### config.mk
export PLATFORM = sky130hd
export DESIGN_NAME = tdm_wire_packer
export DESIGN_NICKNAME = d
export VERILOG_FILES = /design/src/rtl/tdm_pack_pkg.sv /design/src/rtl/tdm_slot_ctr.sv /design/src/rtl/tdm_sample_bank.sv /design/src/rtl/tdm_wire_sel.sv /design/src/rtl/tdm_wire_packer.sv
export SDC_FILE = /design/constraint.sdc
export NUM_CORES = 1
export LEC_CHECK = 0
export BUFFER_PORTS_ARGS = -buffer_cell sky130_fd_sc_hd__buf_4
export CAP_MARGIN = 5
export CELL_PAD_IN_SITES_DETAIL_PLACEMENT = 0
export CELL_PAD_IN_SITES_GLOBAL_PLACEMENT = 1
export CORE_ASPECT_RATIO = 0.5
export CORE_MARGIN = 2
export CORE_UTILIZATION = 41
export DETAILED_ROUTE_END_ITERATION = 6
export PLACE_DENSITY_LB_ADDON = 0.1
export SYNTH_ARGS = -nofsm -noshare
export SYNTH_HDL_FRONTEND = slang
export SYNTH_SLANG_ARGS = --single-unit
### constraint.sdc
create_clock -name clk -period 2.5 [get_ports clk]
set_clock_uncertainty 0.15 [all_clocks]
set_input_delay 0.75 -clock clk [delete_from_list [all_inputs] [get_ports clk]]
set_output_delay 0.75 -clock clk [all_outputs]
set_load 0.01 [all_outputs]
### src/rtl/tdm_pack_pkg.sv
package tdm_pack_pkg;

   function automatic int ceil_div(input int num, input int den);
      return (num + den - 1) / den;
   endfunction

   function automatic int width_of(input int n);
      return (n <= 1) ? 1 : $clog2(n);
   endfunction

endpackage

### src/rtl/tdm_slot_ctr.sv
module tdm_slot_ctr #(
   parameter int TDM = 3,
   localparam int SW = tdm_pack_pkg::width_of(TDM)
) (
   input  logic          clk,
   input  logic          rst,
   output logic          start,
   output logic [SW-1:0] oslot
);

   localparam logic [SW-1:0] LAST = SW'(TDM - 1);

   generate
      if (TDM == 1) begin : g_unit
         // every edge opens a period; output slot is always zero
         assign start = 1'b1;
         always_ff @(posedge clk) begin
            oslot <= '0;
         end
      end else begin : g_count
         logic [SW-1:0] slot_q;
         assign start = (slot_q == '0);
         always_ff @(posedge clk) begin
            if (rst) begin
               slot_q <= '0;
               oslot  <= LAST;
            end else begin
               slot_q <= (slot_q == LAST) ? '0 : slot_q + 1'b1;
               oslot  <= slot_q;
            end
         end
      end
   endgenerate

endmodule

### src/rtl/tdm_sample_bank.sv
module tdm_sample_bank #(
   parameter int NUM_CH = 4,
   parameter int DW     = 16
) (
   input  logic                 clk,
   input  logic                 rst,
   input  logic                 start,
   input  logic                 in_valid,
   input  logic [NUM_CH*DW-1:0] in_data,
   output logic                 active,
   output logic [NUM_CH*DW-1:0] hold
);

   logic [DW-1:0] bank [NUM_CH];
   logic          take;

   assign take = start && in_valid;

   generate
      for (genvar c = 0; c < NUM_CH; c++) begin : g_ch
         always_ff @(posedge clk) begin
            if (rst) begin
               bank[c] <= '0;
            end else if (take) begin
               bank[c] <= in_data[c*DW +: DW];
            end
         end
         assign hold[c*DW +: DW] = bank[c];
      end
   endgenerate

   always_ff @(posedge clk) begin
      if (rst) begin
         active <= 1'b0;
      end else if (start) begin
         active <= in_valid;
      end
   end

endmodule

### src/rtl/tdm_wire_sel.sv
module tdm_wire_sel #(
   parameter int NUM_CH = 4,
   parameter int DW     = 16,
   parameter int CYC    = 2,
   parameter int BASE   = 0,
   parameter int SW     = 2
) (
   input  logic [NUM_CH*DW-1:0] hold,
   input  logic [SW-1:0]        oslot,
   input  logic                 active,
   output logic [DW-1:0]        wdata
);

   logic [DW-1:0] lane [CYC];

   generate
      for (genvar s = 0; s < CYC; s++) begin : g_lane
         if (BASE + s < NUM_CH) begin : g_real
            assign lane[s] = hold[(BASE+s)*DW +: DW];
         end else begin : g_pad
            assign lane[s] = '0;
         end
      end
   endgenerate

   always_comb begin
      wdata = '0;
      if (active) begin
         for (int s = 0; s < CYC; s++) begin
            if (int'(oslot) == s) wdata = lane[s];
         end
      end
   end

endmodule

### src/rtl/tdm_wire_packer.sv
module tdm_wire_packer #(
   parameter int NUM_CH = 4,
   parameter int TDM    = 3,
   parameter int DW     = 16,
   localparam int NW  = tdm_pack_pkg::ceil_div(NUM_CH, TDM),
   localparam int CYC = tdm_pack_pkg::ceil_div(NUM_CH, NW),
   localparam int CW  = tdm_pack_pkg::width_of(CYC),
   localparam int SW  = tdm_pack_pkg::width_of(TDM)
) (
   input  logic                 clk,
   input  logic                 rst,
   input  logic                 in_valid,
   input  logic [NUM_CH*DW-1:0] in_data,
   output logic                 out_valid,
   output logic [NW*DW-1:0]     out_data,
   output logic [CW-1:0]        out_chan
);

   generate
      if (NUM_CH < 1 || TDM < 1 || DW < 1) begin : g_bad_param
         $error("tdm_wire_packer: NUM_CH, TDM and DW must be at least 1");
      end
      if (CYC > TDM) begin : g_bad_derive
         $error("tdm_wire_packer: derived cycle count exceeds TDM factor");
      end
   endgenerate

   logic          start;
   logic [SW-1:0] oslot;
   logic          active;
   logic          slot_live;
   logic [NUM_CH*DW-1:0] hold;

   tdm_slot_ctr #(.TDM(TDM)) u_slot (
      .clk   (clk),
      .rst   (rst),
      .start (start),
      .oslot (oslot)
   );

   tdm_sample_bank #(.NUM_CH(NUM_CH), .DW(DW)) u_bank (
      .clk      (clk),
      .rst      (rst),
      .start    (start),
      .in_valid (in_valid),
      .in_data  (in_data),
      .active   (active),
      .hold     (hold)
   );

   assign slot_live = active && (int'(oslot) < CYC);

   generate
      for (genvar w = 0; w < NW; w++) begin : g_wire
         tdm_wire_sel #(
            .NUM_CH (NUM_CH),
            .DW     (DW),
            .CYC    (CYC),
            .BASE   (w * CYC),
            .SW     (SW)
         ) u_sel (
            .hold   (hold),
            .oslot  (oslot),
            .active (slot_live),
            .wdata  (out_data[w*DW +: DW])
         );
      end
   endgenerate

   assign out_valid = slot_live;
   assign out_chan  = slot_live ? oslot[CW-1:0] : '0;

endmodule

Word-level counts from Yosys, hierarchy flattened
Memory sizes are Yosys's and may differ from the RTL's. Index checks and enable logic that the tools add are counted.

Register bits after elaboration: 5. Input port bits: 67. Output and inout port bits: 34. Word-level logic and storage cells: 33. Memories kept: 1. RAM bits: 64.

Magnitude comparators: 1. Add/subtract/negate cells: 1. Muxes and demuxes: 16. Reductions and logical operators: 5. Bitwise operators: 4. Eq/ne operators: 2.

Memory list: u_bank.bank (words 4, bits a word 16, rd ports 4, clocked after memory_dff 0, write ports 4, line tdm_sample_bank.sv:14) `logic [DW-1:0] bank [NUM_CH];`.

Operators with widths (count): 16-bit 2-to-1 mux (10); 1-bit 2-to-1 mux (6); 2-bit equality test, second input constant (2); 2-bit logical NOT (2); 1-bit bitwise OR (4); 2-bit by 1-bit adder with 2-bit output, second input constant (1); 1-bit logical AND (2); 2-bit < comparator, second input constant (1); 2-bit OR reduction (1).

Logic depth before layout (Yosys ltp)
Depth in word-level cells: 6. Depth in mapped cells: 6. Gate-level depth less buffers: 4.

By module
A second synthesis with hierarchy kept.

Cells, all modules: 228. Area total of the unflattened synthesis: 3266.9 um^2.

By module, submodules not included: tdm_sample_bank (instances 1, sequential area each 1941.9 um^2, area each 2566.2 um^2, cells an instance 140); tdm_wire_sel (instances 2, sequential area each 0.0 um^2, area each 274.0 um^2, cells an instance 37); tdm_slot_ctr (instances 1, sequential area each 80.1 um^2, area each 137.6 um^2, cells an instance 12); tdm_wire_packer (instances 1, sequential area each 0.0 um^2, area each 15.0 um^2, cells an instance 2).

Worst setup path before layout
No wires, ideal clock.

Path type: input-to-reg. Start point: in in_valid. End point: mem u_bank.bank[0][0], enable pin. Stages on the path: 1. Data arrival time: 1.568 ns. Path buffers: 0. Setup time: 0.393 ns. Slack: 0.389 ns. Required time: 1.957 ns. Cells stage by stage: a21o_2.

RTL lines: start: declaration (line tdm_wire_packer.sv:12) `input logic in_valid,`; end: declaration (line tdm_sample_bank.sv:14).

Final worst setup path
Start point: reg u_slot.oslot[1]. End point: out out_data[3].

Cells in the longest elaborated chain, start to end: 4.

Ends and longest elaborated chain: start: declaration (line tdm_slot_ctr.sv:8) `output logic [SW-1:0] oslot`; start signal: assignment (line tdm_slot_ctr.sv:29) `oslot <= slot_q;`; 2-bit logical NOT (line tdm_wire_sel.sv:30) `if (int'(oslot) == s) wdata = lane[s];`; 16-bit 2-to-1 mux (2 in a row) (line tdm_wire_sel.sv:30); 16-bit 2-to-1 mux (*) (line tdm_wire_sel.sv:28) `if (active) begin`; end: declaration (line tdm_wire_packer.sv:15) `output logic [NW*DW-1:0] out_data,`.

Every way passes the cells marked *; elsewhere a longest branch is shown, timed or not.

==> run metrics <==
status completed; EDFF count, synth 64; Detail Route Antenna Nets 0; Syn. warnings 0; Sink Count 69; Worst Hold End u_slot.g_count.slot_q[0]; WP buf/inv 2; DPL Wire Length 4110 um; top post-synthesis cells by count 64 x edfxtp_1, 60 x and2_4, 34 x nor2_1, 33 x mux2i_1, 6 x buf_8; CP startpoint kind flop; leakage approximately 0.0019 uW; post-synthesis cell type count 20; #FFs+latches synth 69; relative slew slack 0.768; Post-CTS Setup Bufs 0; Comb pwr share 0.148; Mapped Area 3270 sq um; layout cell share with drive strength beyond 1 0.553; number of global-route vias before repair 1980; tightest hold margin between 0.2 and 0.3 ns; drt wl/cell ~13 um; Crit. End Element output pin; initial antenna violation count 0; GP Congestion between 0.7 and 0.8; top cell type by total area after synthesis edfxtp_1; drt via density 4.39; Syn Inst Count roughly 230; RSZ-0062 raised after global routing false; DIE WIDTH between 100 and 150 um; Clk pwr share 0.376; Critical Path RT between 1.5 and 2 ns; H-tree depth 3; Total GRT Usage 0.146; CTS buffer count 9; non-filler cells, final 441; Net Sw Frac 0.211; Fillers around 640; slowest CP cell dfxtp_1; Main synth FF type edfxtp_1; RR Endpoint u_bank.bank[0][15]; initial core utilization 0.435; drt first pass iters 4; P&R area growth vs syn 33.1%; Post-Place Cells about 430; via count between 1500 and 2000; worst r2r path cells 5; peak supply drop about 360 uV; first-pass GRT wire length 9140 um; Ant. Diodes 0; cell family with most CP delay buffers and inverters; worst hold start u_slot.g_count.slot_q[0]; Max Fclk between 0.4 and 0.5 GHz; count leader, synth edfxtp_1; row count 22; FF-to-FF Start u_slot.g_count.slot_q[0]; FF-to-FF setup slack roughly 0.76 ns; largest net degree at the start of global routing 65; Sw Pwr approximately 650 uW; pins over their slew limit 0; worst-path fanout max 26; DRC 0; height of the die approximately 67 um; setup TNS 0 ns; syn nets 296; Core ar. 7510 sq um; ys async rst share 0; hold path depth 1; final setup vio count 0; CP cell instances nand2b_1 -> buf_6 -> nor2_1 -> buf_4; total power roughly 3100 uW; fin crit share 0.937; Cell Int Power approximately 2400 uW; Die Area between 8000 and 9000 sq um; Crit Path Category reg2out; Tightest Hold Check Type reg2reg; clock latency on the worst-skew pair approximately 0.32 ns; Port Buffers 100; Largest stage delay, worst path ~0.30 ns; Final min period roughly 2.3 ns; Root Driver clkbuf_16; pwr dens a little over 700 nW/um^2; Clock transition at path regs roughly 0.050 ns; CTS tree done; nets between 300 and 400; Hold Fails Final Rpt 0; worst slew pin tran roughly 0.35 ns; GR Overflow Total 0; Avg Inst Size Synth around 14 sq um; Sequential Power Share 0.476; top post-synthesis cells by area edfxtp_1 59%, and2_4 16%, mux2i_1 10%; Ports slightly above 100; sequential share of the synthesized area 0.619; Synth top area share 0.589; maxcap violations 0; DRT Wirelength a little under 6000 um; Crit path arrival time 1.44 ns; DRT iter0 DRCs between 70 and 80; clk buf depth 2
cell type report:
cell class,count,area (sq um),share of cell area
Clock inverter,3,37.5,0.00863
Sequential cell,69,2020,0.465
Tap cell,108,135,0.0311
Clock buffer,12,236,0.0544
Multi-Input combinational cell,140,1090,0.250
Inverter,3,11.3,0.00259
Timing Repair Buffer,106,816,0.188
power by group through the flow:
stage          logic [uW]  clock network (uW)  registers (uW)
6_report              458                1170            1480
3_5_place_dp          466                   0            1500
2_1_floorplan         317                   0            1490
3_3_place_gp          455                   0            1490
5_1_grt               505                1260            1490
4_1_cts               468                1210            1480
registers in the layout, summed over array words and instances (netlist names):
| signal | cells |
|---|---|
| u_bank.bank | 64 |
| u_slot.oslot | 2 |
| u_slot.g_count.slot_q | 2 |
| u_bank.active | 1 |
cells by family after synthesis:
group | share of synthesized area
DFF | 0.619
adders and majority gates | 0.00766
buffers and inverters | 0.0479
muxes | 0.101
AOI/OAI and AO/OA | 0.00268
and+or+nand+nor | 0.221
cell usage in the layout, fill, tap and decap left out, types with 2 or more instances in the layout:
cell / netlist / final
and2_4: 60 / 60
buf_6: 1 / 2
clkbuf_1: 3 / 3
inv_1: 3 / 3
buf_4: 3 / 103
ha_1: 2 / 2
clkbuf_16: 0 / 9
mux2i_1: 33 / 33
nor2_1: 34 / 34
clkinv_1: 0 / 2
edfxtp_1: 64 / 64
and2_2: 4 / 4
dfxtp_1: 5 / 4
layer usage:
layer	vias to the layer above	wire, um	GRT usage
met4	0	32	0.0484
li1	974	-	-
met5	-	0	0
met1	897	2530	0.171
met3	5	406	0.0675
met2	61	2920	0.242
worst max-delay path by stage:
stage	from	endpoint	slack (ns)	depth (start not counted)
6_report	u_slot.oslot[1]	out_data[3]	0.16	4
5_1_grt	u_slot.oslot[0]	out_data[26]	0.04	4
4_1_cts	u_slot.oslot[1]	out_data[17]	0.03	4
3_5_place_dp	u_slot.oslot[1]	out_data[17]	0.40	4
3_3_place_gp	u_slot.oslot[0]	out_data[3]	0.43	4
2_1_floorplan	in_valid	u_bank.bank[0][0]	0.39	1
worst register-to-register path, stage by stage (launching register included):
cell	delay (ns)
dfxtp_1	0.32
inv_1	0.07
ha_1	0.24
and3b_2	0.22
buf_4	0.24
and2_2	0.24
what timing repair did:
action,CTS,global route
hold buffers,0,0
endpoints found under the setup margin,0,27
gates resized for setup,0,2
per-stage QoR:
| step | area, sq um | util | setup WS, ns |
|---|---|---|---|
| after floorplan | 3270 | - | 0.389 |
| after global routing | 4350 | 0.579 | 0.0382 |
| after CTS | 4340 | 0.578 | 0.0323 |
| after global placement | 4070 | 0.541 | 0.430 |
| final | 4350 | 0.579 | 0.158 |
| after detailed placement | 4070 | 0.541 | 0.396 |
Note: power is estimated with default switching activity, not from simulation.
